<file path="src/rtl/pfg_pkg.sv">
package pfg_pkg;
    typedef enum logic [1:0] {
        ST_FAIL = 2'd0,
        ST_LOCK = 2'd1,
        ST_OPEN = 2'd2
    } pfg_state_e;
endpackage

</file>
<file path="src/rtl/pfg_lock_counter.sv">
module pfg_lock_counter #(
    parameter int LOCK_TICKS = 200,
    parameter int CW = $clog2(LOCK_TICKS + 1)
) (
    input  logic          clk,
    input  logic          rst_n,
    input  logic          clear,
    input  logic          tick,
    output logic          done,
    output logic [CW-1:0] count
);
    localparam logic [CW-1:0] LAST = CW'(LOCK_TICKS - 1);

    always_ff @(posedge clk or negedge rst_n) begin
        if (!rst_n) begin
            count <= '0;
        end else if (clear) begin
            count <= '0;
        end else if (tick && count != LAST) begin
            count <= count + 1'b1;
        end
    end

    assign done = tick && !clear && (count == LAST);

    AST_COUNT_IN_RANGE: assert property (@(posedge clk) disable iff (!rst_n)
        count <= LAST);
    AST_CLEAR_ZEROES: assert property (@(posedge clk) disable iff (!rst_n)
        clear |=> (count == '0));
endmodule

</file>
<file path="src/rtl/pfg_state_ctrl.sv">
module pfg_state_ctrl
    import pfg_pkg::*;
(
    input  logic clk,
    input  logic rst_n,
    input  logic supply_ok,
    input  logic lock_done,
    output logic lock_clear,
    output logic busy,
    output logic open
);
    pfg_state_e state_q, state_d;

    always_comb begin
        state_d = state_q;
        unique case (state_q)
            ST_FAIL: if (supply_ok) state_d = ST_LOCK;
            ST_LOCK: begin
                if (!supply_ok)     state_d = ST_FAIL;
                else if (lock_done) state_d = ST_OPEN;
            end
            ST_OPEN: if (!supply_ok) state_d = ST_FAIL;
            default: state_d = ST_FAIL;
        endcase
    end

    always_ff @(posedge clk or negedge rst_n) begin
        if (!rst_n) state_q <= ST_FAIL;
        else        state_q <= state_d;
    end

    always_comb begin
        lock_clear = 1'b1;
        busy       = 1'b0;
        open       = 1'b0;
        unique case (state_q)
            ST_FAIL: ;
            ST_LOCK: begin
                lock_clear = 1'b0;
                busy       = 1'b1;
            end
            ST_OPEN: open = 1'b1;
            default: ;
        endcase
    end

    AST_FAIL_ON_DROP: assert property (@(posedge clk) disable iff (!rst_n)
        !supply_ok |=> (state_q == ST_FAIL));
    AST_NO_EARLY_OPEN: assert property (@(posedge clk) disable iff (!rst_n)
        (state_q == ST_LOCK && !lock_done) |=> (state_q != ST_OPEN));
    AST_FAIL_ONLY_TO_LOCK: assert property (@(posedge clk) disable iff (!rst_n)
        (state_q == ST_FAIL) |=> (state_q != ST_OPEN));
endmodule

</file>
<file path="src/rtl/pfg_out_gate.sv">
module pfg_out_gate (
    input  logic open,
    input  logic supply_ok,
    input  logic hold_n,
    input  logic osc_ready,
    input  logic host_cs_n,
    input  logic ram_en_in_n,
    output logic ram_en_out_n,
    output logic access_en,
    output logic wr_protect
);
    logic powered;
    logic live;

    always_comb begin
        powered      = open && supply_ok;
        live         = powered && hold_n;
        ram_en_out_n = live ? ram_en_in_n : 1'b1;
        access_en    = live && osc_ready && !host_cs_n;
        wr_protect   = !powered;
    end
endmodule

</file>
<file path="src/rtl/pwrfail_enable_gate.sv">
module pwrfail_enable_gate #(
    parameter int LOCK_TICKS = 200
) (
    input  logic clk,
    input  logic rst_n,
    input  logic supply_ok,
    input  logic hold_n,
    input  logic tick,
    input  logic osc_ready,
    input  logic host_cs_n,
    input  logic ram_en_in_n,
    output logic ram_en_out_n,
    output logic access_en,
    output logic wr_protect,
    output logic lockout_busy
);
    localparam int CW = $clog2(LOCK_TICKS + 1);

    logic          lock_clear;
    logic          lock_done;
    logic          open;
    logic [CW-1:0] lock_count;

    pfg_lock_counter #(.LOCK_TICKS(LOCK_TICKS), .CW(CW)) counter_i (
        .clk   (clk),
        .rst_n (rst_n),
        .clear (lock_clear),
        .tick  (tick),
        .done  (lock_done),
        .count (lock_count)
    );

    pfg_state_ctrl ctrl_i (
        .clk        (clk),
        .rst_n      (rst_n),
        .supply_ok  (supply_ok),
        .lock_done  (lock_done),
        .lock_clear (lock_clear),
        .busy       (lockout_busy),
        .open       (open)
    );

    pfg_out_gate gate_i (
        .open         (open),
        .supply_ok    (supply_ok),
        .hold_n       (hold_n),
        .osc_ready    (osc_ready),
        .host_cs_n    (host_cs_n),
        .ram_en_in_n  (ram_en_in_n),
        .ram_en_out_n (ram_en_out_n),
        .access_en    (access_en),
        .wr_protect   (wr_protect)
    );

    AST_LOW_SUPPLY_BLOCKS: assert property (@(posedge clk) disable iff (!rst_n)
        !supply_ok |-> (ram_en_out_n && !access_en && wr_protect));
    AST_HOLD_BLOCKS: assert property (@(posedge clk) disable iff (!rst_n)
        !hold_n |-> (ram_en_out_n && !access_en));
    AST_BUSY_BLOCKS: assert property (@(posedge clk) disable iff (!rst_n)
        lockout_busy |-> (ram_en_out_n && !access_en && wr_protect));
endmodule

</file>
<file path="config.mk">
export PLATFORM = sky130hd
export DESIGN_NAME = pwrfail_enable_gate
export DESIGN_NICKNAME = d
export VERILOG_FILES = /design/src/rtl/pfg_pkg.sv /design/src/rtl/pfg_lock_counter.sv /design/src/rtl/pfg_state_ctrl.sv /design/src/rtl/pfg_out_gate.sv /design/src/rtl/pwrfail_enable_gate.sv
export SDC_FILE = /design/constraint.sdc
export NUM_CORES = 1
export LEC_CHECK = 0
export BUFFER_PORTS_ARGS = -buffer_cell sky130_fd_sc_hd__buf_2
export CORE_MARGIN = 2
export CORE_UTILIZATION = 30
export CTS_BUF_LIST = sky130_fd_sc_hd__clkbuf_4 sky130_fd_sc_hd__clkbuf_8
export DETAILED_ROUTE_END_ITERATION = 8
export GPL_ROUTABILITY_DRIVEN = 0
export SYNTH_ARGS = -nofsm -noshare
export SYNTH_HDL_FRONTEND = slang
export SYNTH_SLANG_ARGS = --single-unit
</file>
<file path="constraint.sdc">
create_clock -name clk -period 1.4 [get_ports clk]
set_input_delay 0.35 -clock clk [delete_from_list [all_inputs] [get_ports clk]]
set_output_delay 0.35 -clock clk [all_outputs]
set_load 0.05 [all_outputs]
</file>
==> results.json <==
{
  "outcome": "finished, violations left",
  "violations": "negative setup slack",
  "cts.clk_slew.worst_paths_ns": 0.07,
  "fin_ws_ns": -0.270,
  "slew_viol_final": 0,
  "ys_types": 27,
  "area_delta_synth_final_pct": 57.9,
  "post-route-util": 0.508,
  "wl_um": 1360,
  "tritoncts": "yes",
  "dieHeight_um": 47.0,
  "critPathLaunchType": "register",
  "routed_via_density": 5.01,
  "die_area_mm2": 0.00221,
  "antenna_found_initial": 0,
  "fin_crit_ns": 1.67,
  "grt_pass1_wl_um": 2170,
  "post_drt_wl_per_cell_um": 12.6,
  "critPathKind": "reg2out",
  "cp.required_ns": 1.05,
  "powerDensity_mw_per_mm2": 666,
  "synth_ff_type": "dfrtp_1",
  "rsz0062_at_grt": "true",
  "drc": 0,
  "design_area_um2": 877,
  "worstMarginPinSlew_ns": 0.367,
  "final_common_cell": "dfrtp_1",
  "ys_seq_area_frac": 0.450,
  "max_freq_mhz": 599,
  "p_leak_nw": 0.371,
  "grt_max_degree": 11,
  "vias": 541,
  "clock_sinks": 10,
  "clk-insertion-delay-late_ns": 0.26,
  "holdPathStages": 2,
  "max-slew-margin-rel": 0.755,
  "drive_gt1_frac": 0.482,
  "maxCapViolations": 0,
  "placementRows": 15,
  "die_w_um": 47.0,
  "total_power_uw": 584,
  "final_cell_mix": "dfrtp_1 (9), buf_4 (8), buf_2 (7)",
  "place_area_um2": 697,
  "synth_fp_nets": 67,
  "clk_path_buf_depth": 2,
  "avgSynthCellArea_um2": 9.58,
  "fill_cells": 170,
  "grt-ovfl-total": 0,
  "end_kind": "primary output",
  "netlist_instances": 58,
  "dpl.hpwl_um": 879,
  "synth-warning-count": 0,
  "final-seq-area_um2": 251,
  "ant_nets": 0,
  "async_flop_share": 1.00,
  "finalCritPeriodShare": 1.19,
  "pin_count": 12,
  "crit_fanout": 2,
  "cts_root_buf": "clkbuf_4",
  "htree_levels": 1,
  "grt_pass1_vias": 492,
  "io_buffers": 11,
  "critPathArrivalTime_ns": 1.32,
  "skew_ns": 0.00501,
  "syn_area_um2": 556,
  "ir_drop_mv": 0.397,
  "hold_class": "in2reg",
  "setup_viol": 4,
  "ff2ff_path_depth": 4,
  "grt_usage": 0.141,
  "ys_ff_latch": 10,
  "drt-initial-drc-count": 13,
  "cts_made_buffers": 3,
  "hold_viol": 0,
  "start_util": 0.322,
  "nets": 94,
  "core_mm2": 0.00173,
  "multi_input_area_um2": 359,
  "hold-worst-slack_ns": 0.420,
  "synth_edf_count": 0,
  "antenna_cells": 0,
  "firstDrtPassIters": 4
}
==> flip-flops by register name (all words and copies together), names as in the netlist <==
register         cells
ctrl_i.state_q       2
counter_i.count      8
==> Yosys cell counts (2+ instances only) <==
cell | instances | area share
or3_1 | 2 | 0.023
nand4_1 | 2 | 0.023
o21ai_0 | 3 | 0.027
nand3_1 | 3 | 0.027
a21oi_1 | 6 | 0.054
nor2b_1 | 2 | 0.023
nand2_1 | 7 | 0.047
dfrtp_1 | 10 | 0.45
a41oi_1 | 2 | 0.032
mux2i_1 | 2 | 0.036
nand2b_1 | 3 | 0.034
==> repair_timing <==
action / in CTS / in global routing
gates resized for setup: 19 / 11
endpoints found under the setup margin: 6 / 9
hold buffers: 1 / 0
pin swaps: 2 / 2
hold endpoints to repair: 10 / 0
setup buffers: 2 / 6
==> worst max-delay path: stages (launching register included) <==
cell and delay [ns]:
dfrtp_1 0.41, nor2b_4 0.16, nand3_4 0.09, or2_4 0.24
buf_8 0.15
==> metrics by stage <==
step	instances	setup TNS, ns	setup slack [ns]
finish	108	-0.864	-0.270
global route	108	-1.09	-0.317
CTS	104	-0.608	-0.254
detailed placement	98	-0.0944	-0.0590
global placement	98	-0.0727	-0.0516
floorplan	58	-0.0904	-0.0904
==> worst paths after layout <==
path                               startpoint            endpoint  slack [ns]
max                         ctrl_i.state_q[0]        ram_en_out_n       -0.27
min                                      tick   ctrl_i.state_q[0]        0.42
max reg2reg                counter_i.count[1]  counter_i.count[3]        0.03
min reg2reg                counter_i.count[7]  counter_i.count[7]        0.57
max in group asynchronous               rst_n  counter_i.count[4]        0.70
min in group asynchronous               rst_n  counter_i.count[0]        0.49
==> area by class of cell <==
type                       count  area share
inverter                       1     0.00713
tap                           25      0.0357
sequential                    10       0.287
timing repair buffer          24       0.235
multi-input combinational     45       0.409
clock buffer                   3      0.0257
==> cells by family after synthesis <==
kind of cell | count (synthesis) | synth area share
flops | 10 | 0.450
simple gates | 27 | 0.288
xor+xnor | 1 | 0.0158
compound gates | 14 | 0.160
mux | 2 | 0.0360
buf+inv | 3 | 0.0270
fa+ha+maj | 1 | 0.0225
==> per-layer routing <==
| metal | vias up | global-route usage | part of all wire |
|---|---|---|---|
| li1 | 266 | - | - |
| met1 | 258 | 0.202 | 0.44 |
| met2 | 15 | 0.214 | 0.52 |
| met3 | 2 | 0.0115 | 0.033 |
| met4 | 0 | 0.0667 | 0.010 |
| met5 | - | 0 | 0 |
==> where the power goes <==
part / internal, mW / total, mW / switching, mW
Clock: 0.0989 / 0.191 / 0.0925
Sequential: 0.296 / 0.301 / 0.00537
Combinational: 0.0458 / 0.0914 / 0.0456
Power figures use the tool's default switching activity.
